### src/rtl/fpcmp_pkg.sv
package fpcmp_pkg;

    localparam int CSR_W      = 32;
    localparam int CC_IDX_W   = 3;
    localparam int OPND_W     = 64;
    localparam int SP_EXP_W   = 8;
    localparam int SP_MAN_W   = 23;
    localparam int SP_W       = 1 + SP_EXP_W + SP_MAN_W;
    localparam int DP_EXP_W   = 11;
    localparam int DP_MAN_W   = 52;
    localparam int PAIR_LANES = OPND_W / SP_W;

    localparam int CAUSE_LO      = 12;
    localparam int CAUSE_HI      = 17;
    localparam int INV_CAUSE_BIT = 16;
    localparam int INV_FLAG_BIT  = 6;
    localparam int CC0_BIT       = 23;
    localparam int CCN_BASE      = 24;

    localparam logic [CSR_W-1:0] CAUSE_MASK =
        ((CSR_W'(1) << (CAUSE_HI + 1)) - 1) & ~((CSR_W'(1) << CAUSE_LO) - 1);

    typedef enum logic [1:0] {
        FMT_SGL  = 2'd0,
        FMT_DBL  = 2'd1,
        FMT_PAIR = 2'd2,
        FMT_RSV  = 2'd3
    } fmt_e;

    typedef enum logic [1:0] {
        PR_EQ   = 2'd0,
        PR_LT   = 2'd1,
        PR_LE   = 2'd2,
        PR_NONE = 2'd3
    } pred_e;

    typedef struct packed {
        logic abort;
        logic cond;
    } lane_res_t;

    function automatic logic [4:0] cc_bit_pos(input logic [CC_IDX_W-1:0] idx);
        if (idx == '0) begin
            return 5'(CC0_BIT);
        end
        return 5'(CCN_BASE) + 5'(idx);
    endfunction

    function automatic logic [CSR_W-1:0] apply_lane(input logic [CSR_W-1:0] c,
                                                    input lane_res_t r,
                                                    input logic [CC_IDX_W-1:0] idx);
        logic [CSR_W-1:0] n;
        n = c;
        if (r.abort) begin
            n[INV_CAUSE_BIT] = 1'b1;
            n[INV_FLAG_BIT]  = 1'b1;
        end else begin
            n[cc_bit_pos(idx)] = r.cond;
        end
        return n;
    endfunction

endpackage

### src/rtl/fpcmp_classify.sv
module fpcmp_classify
#(
    parameter int EXP_W = 8,
    parameter int MAN_W = 23
)
(
    input  logic [EXP_W+MAN_W:0] x_i,
    output logic                 is_nan_o,
    output logic                 is_qnan_o,
    output logic                 is_zero_o
);
    localparam int W = 1 + EXP_W + MAN_W;

    logic [EXP_W-1:0] exp_f;
    logic [MAN_W-1:0] man_f;
    logic             exp_max;

    assign exp_f   = x_i[W-2 -: EXP_W];
    assign man_f   = x_i[MAN_W-1:0];
    assign exp_max = &exp_f;

    assign is_nan_o  = exp_max && (man_f != '0);
    assign is_qnan_o = exp_max && man_f[MAN_W-1];
    assign is_zero_o = (x_i[W-2:0] == '0);
endmodule

### src/rtl/fpcmp_lane.sv
module fpcmp_lane
    import fpcmp_pkg::*;
#(
    parameter int EXP_W = 8,
    parameter int MAN_W = 23
)
(
    input  logic [EXP_W+MAN_W:0] a_i,
    input  logic [EXP_W+MAN_W:0] b_i,
    input  pred_e                pred_i,
    input  logic                 unord_true_i,
    input  logic                 sig_qnan_i,
    output lane_res_t            res_o
);
    localparam int W = 1 + EXP_W + MAN_W;

    logic a_nan, a_qnan, a_zero;
    logic b_nan, b_qnan, b_zero;

    fpcmp_classify #(.EXP_W(EXP_W), .MAN_W(MAN_W)) u_cls_a (
        .x_i(a_i), .is_nan_o(a_nan), .is_qnan_o(a_qnan), .is_zero_o(a_zero)
    );
    fpcmp_classify #(.EXP_W(EXP_W), .MAN_W(MAN_W)) u_cls_b (
        .x_i(b_i), .is_nan_o(b_nan), .is_qnan_o(b_qnan), .is_zero_o(b_zero)
    );

    logic         sgn_a, sgn_b;
    logic [W-2:0] mag_a, mag_b;
    logic         ord_eq, ord_lt, ord_res;

    assign sgn_a = a_i[W-1];
    assign sgn_b = b_i[W-1];
    assign mag_a = a_i[W-2:0];
    assign mag_b = b_i[W-2:0];

    always_comb begin
        ord_eq = (a_zero && b_zero) || (a_i == b_i);
        if (a_zero && b_zero) begin
            ord_lt = 1'b0;
        end else begin
            case ({sgn_a, sgn_b})
                2'b10:   ord_lt = 1'b1;
                2'b01:   ord_lt = 1'b0;
                2'b00:   ord_lt = (mag_a < mag_b);
                default: ord_lt = (mag_a > mag_b);
            endcase
        end
        case (pred_i)
            PR_EQ:   ord_res = ord_eq;
            PR_LT:   ord_res = ord_lt;
            PR_LE:   ord_res = ord_lt || ord_eq;
            default: ord_res = 1'b0;
        endcase
    end

    always_comb begin
        res_o.abort = sig_qnan_i && (a_qnan || b_qnan);
        res_o.cond  = (a_nan || b_nan) ? unord_true_i : ord_res;
    end
endmodule

### src/rtl/fpcmp_csr_next.sv
module fpcmp_csr_next
    import fpcmp_pkg::*;
(
    input  logic [CSR_W-1:0]    csr_i,
    input  fmt_e                fmt_i,
    input  logic [CC_IDX_W-1:0] idx_i,
    input  lane_res_t           lo_i,
    input  lane_res_t           hi_i,
    input  lane_res_t           dbl_i,
    output logic [CSR_W-1:0]    csr_o
);
    logic [CC_IDX_W-1:0] idx_hi;
    logic [CSR_W-1:0]    base;

    assign idx_hi = idx_i + CC_IDX_W'(1);
    assign base   = csr_i & ~CAUSE_MASK;

    always_comb begin
        case (fmt_i)
            FMT_DBL:  csr_o = apply_lane(base, dbl_i, idx_i);
            FMT_PAIR: csr_o = apply_lane(apply_lane(base, lo_i, idx_i), hi_i, idx_hi);
            default:  csr_o = apply_lane(base, lo_i, idx_i);
        endcase
    end
endmodule

### src/rtl/fpcmp_unit.sv
module fpcmp_unit
    import fpcmp_pkg::*;
(
    input  logic                clk,
    input  logic                rst,
    input  logic                valid_i,
    input  logic [1:0]          fmt_i,
    input  logic [1:0]          pred_i,
    input  logic                unord_true_i,
    input  logic                sig_qnan_i,
    input  logic [CC_IDX_W-1:0] cc_idx_i,
    input  logic [OPND_W-1:0]   fs_i,
    input  logic [OPND_W-1:0]   ft_i,
    output logic [CSR_W-1:0]    csr_o,
    output logic                invalid_o
);
    fmt_e  fmt;
    pred_e pred;

    assign fmt  = fmt_e'(fmt_i);
    assign pred = pred_e'(pred_i);

    lane_res_t sp_res [PAIR_LANES];
    lane_res_t dp_res;

    for (genvar g = 0; g < PAIR_LANES; g++) begin : g_sp
        fpcmp_lane #(.EXP_W(SP_EXP_W), .MAN_W(SP_MAN_W)) u_lane (
            .a_i          (fs_i[SP_W*g +: SP_W]),
            .b_i          (ft_i[SP_W*g +: SP_W]),
            .pred_i       (pred),
            .unord_true_i (unord_true_i),
            .sig_qnan_i   (sig_qnan_i),
            .res_o        (sp_res[g])
        );
    end

    fpcmp_lane #(.EXP_W(DP_EXP_W), .MAN_W(DP_MAN_W)) u_dp_lane (
        .a_i          (fs_i),
        .b_i          (ft_i),
        .pred_i       (pred),
        .unord_true_i (unord_true_i),
        .sig_qnan_i   (sig_qnan_i),
        .res_o        (dp_res)
    );

    logic [CSR_W-1:0] csr_q, csr_d;

    fpcmp_csr_next u_next (
        .csr_i (csr_q),
        .fmt_i (fmt),
        .idx_i (cc_idx_i),
        .lo_i  (sp_res[0]),
        .hi_i  (sp_res[PAIR_LANES-1]),
        .dbl_i (dp_res),
        .csr_o (csr_d)
    );

    always_ff @(posedge clk) begin
        if (rst) begin
            csr_q <= '0;
        end else if (valid_i) begin
            csr_q <= csr_d;
        end
    end

    assign csr_o     = csr_q;
    assign invalid_o = csr_q[INV_CAUSE_BIT];
endmodule

### config.mk
export PLATFORM = sky130hd
export DESIGN_NAME = fpcmp_unit
export DESIGN_NICKNAME = d
export VERILOG_FILES = /design/src/rtl/fpcmp_pkg.sv /design/src/rtl/fpcmp_classify.sv /design/src/rtl/fpcmp_lane.sv /design/src/rtl/fpcmp_csr_next.sv /design/src/rtl/fpcmp_unit.sv
export SDC_FILE = /design/constraint.sdc
export NUM_CORES = 1
export LEC_CHECK = 0
export ABC_AREA = 1
export BUFFER_PORTS_ARGS = -buffer_cell sky130_fd_sc_hd__buf_4
export CAP_MARGIN = 5
export CORE_MARGIN = 2
export CORE_UTILIZATION = 52
export DETAILED_ROUTE_END_ITERATION = 10
export GPL_ROUTABILITY_DRIVEN = 0
export PLACE_DENSITY_LB_ADDON = 0.15
export SLEW_MARGIN = 10
export SYNTH_ARGS = -nofsm -noshare
export SYNTH_HDL_FRONTEND = slang
export SYNTH_SLANG_ARGS = --single-unit
### constraint.sdc
create_clock -name clk -period 2.2 [get_ports clk]
set_input_delay 0.22 -clock clk [delete_from_list [all_inputs] [get_ports clk]]
set_output_delay 0.22 -clock clk [all_outputs]
set_load 0.02 [all_outputs]
==> qor.yml <==
die_w_um: 102
min_period_over_period: 0.927
place_hpwl_um: 12800
core_area_sq_um: 9330
peakVddDrop_v: 0.000252
fin_cells: 1252
avgSynthCellArea_sq_um: 5.70
wl_per_cell_um: 12.3
port_buffers: 168
slowest_stage: "ha_1"
final_common_cell: "nand2_1"
outcome: "completed"
clk_path_buf_depth: 2
wl_um: 15400
syn_inst: 883
grt_usage: 0.281
syn_to_final_growth_pct: 44.4
hold_viol: 0
synth_seq_cells: 28
place_inst: 1246
clock-sinks: 28
cp-start-kind: "input port"
async_flop_share: 0
grt_pass1_wl_um: 24600
ys_top_cells_by_area: "ha_1, nand2_1, inv_1"
critPathArrivalTime_ns: 2.26
overflow: 0
yosysTopAreaCell: "ha_1"
grt_pass1_vias: 5925
yosysTopAreaCellShare: 0.189
cp_max_fo: 5
ys_types: 42
power_density_nw_per_um2: 302
period_needed_ns: 2.04
path_buf_inv: 1
cpPeakStageDelay_ns: 0.31
diodes: 0
cts_hold_buffers: 0
initial_core_util: 0.540
critical_path_class: "input port to register"
yosysSeqAreaShare: 0.111
drtPass1Iterations: 6
rows: 35
yosys_warnings: 0
cts_inserted_buffers: 3
antenna_found_initial: 0
power.leakage_uw: 0.00399
crit_path_frequent_cell: "nand2_1"
finClkSkew_ns: 0
pre_cts_ws_ns: -0.192
crit_family: "simple AND/OR/NAND/NOR gates"
final-setup-viol-count: 0
drtIter0Drc: 289
grt_max_degree: 21
worst_hold_path_type: "input port to register"
worst_skew_pair.late_latency_ns: 0.28
required_ns: 2.42
fin_ws_ns: 0.161
synth_edf_count: 0
design.die.area_sq_um: 10500
pin_count: 173
cap_violations: 0
layout_common_cells: "nand2_1, buf_4, inv_1"
whs_ns: 0.185
ant_nets: 0
clk_pin_slew_ns: 0.10
cts_tree: "done"
cts_root_buf: "clkbuf_8"
syn-cell-area_sq_um: 5040
crit_chain: "buf_4 > ha_1 > nand2_1 > nor2_4 > nand3_1 > nor2_2 > nand2_1 > nor2_2 > nor2_2 > nand2_1 > nand2_1 > nand2_1 > nand3_2 > nand2_4 > nand2_4 > nand2_1 > nand2_1 > nand3_1 > nand2_1 > a21oi_2"
drive_gt1_frac: 0.290
drv_slew: 0
cts_max_level: 1
die_h_um: 102
synth_ff_type: "dfxtp_1"
num_vias: 6361
nets: 1340
timing.fmax_ghz: 0.490
largest_reg_flops: 28
drc: 0
end_kind: "register"
vias_per_cell: 5.08
[routing by layer]
metal,vias up,part of all wire,global-route usage
met5,-,0,0
met4,0,0.020,0.0646
met3,33,0.062,0.0274
met2,241,0.46,0.510
met1,2794,0.45,0.357
li1,3293,-,-
[final cells by class]
cell class                      instances  area [sq um]
Clock buffer                            3          41.3
Clock inverter                          1          30.0
Fill cell                             784          2050
Inverter                              168           631
Multi-Input combinational cell        676          3980
Sequential cell                        28           561
Tap cell                              129           161
Timing Repair Buffer                  247          1870
[power by group]
group          internal [uW]  leakage (uW)  switching (uW)  total, uW
clock network            244     0.0000357             178        422
registers                524      0.000227            15.3        539
logic                    582       0.00373             652       1230
[worst register-to-register path, cell delays in order, from the launching register on]
cell and delay (ns):
dfxtp_1 0.35, or2_2 0.30, inv_1 0.08, nor2_1 0.05, nand2_1 0.08, nand2_1 0.05
nand2_1 0.06, nand3_1 0.06, nand2_1 0.07, a21oi_2 0.05
[cell families after synthesis]
family,after synthesis,share of synthesized area
other,1,0.000744
XOR/XNOR,2,0.00348
flip-flops,28,0.111
AO/OA/AOI/OAI,86,0.108
AND/OR/NAND/NOR,507,0.444
adder cells (fa/ha/maj),76,0.189
buffers and inverters,183,0.143
[cells in the mapped netlist, types with 2 or more instances]
cell,number
a21o_1,6
a21oi_1,38
a21oi_2,20
buf_2,3
buf_4,6
clkbuf_1,4
dfxtp_1,28
ha_1,76
inv_1,166
nand2_1,253
nand2_2,9
nand2_4,2
nand3_1,50
nand3b_1,2
nand4_1,38
nor2_1,104
nor2_4,3
nor3_1,22
nor3_2,4
nor4_1,9
o21ai_0,8
o21ai_1,6
o21bai_1,2
o22ai_1,4
or2_2,3
[per-stage QoR]
step           total power (uW)  utilization  area [sq um]  TNS, ns
2_1_floorplan              1190            -          5050        0
3_3_place_gp               1680        0.748          6980   -0.776
3_5_place_dp               1700        0.748          6980    -1.50
6_report                   2190        0.780          7270        0
5_1_grt                    2360        0.780          7270  -0.0729
4_1_cts                    2110        0.756          7050        0
[repair_timing]
| action | CTS | global route |
|---|---|---|
| resized for setup | 0 | 33 |
| buffers inserted | 0 | 1 |
| setup endpoints to repair | 0 | 11 |
[final timing paths]
kind / start / endpoint / slack (ns) / cells after the start
worst min-delay path: valid_i / csr_o[6]$_SDFFE_PP0P_ / 0.18 / 2
worst max register to register: csr_o[30]$_SDFFE_PP0P_ / csr_o[30]$_SDFFE_PP0P_ / 0.97 / 9
worst min register to register: csr_o[1]$_SDFFE_PP0P_ / csr_o[1]$_SDFFE_PP0P_ / 0.46 / 2
worst max-delay path: fs_i[60] / csr_o[29]$_SDFFE_PP0P_ / 0.16 / 20
Power figures use the tool's default switching activity.
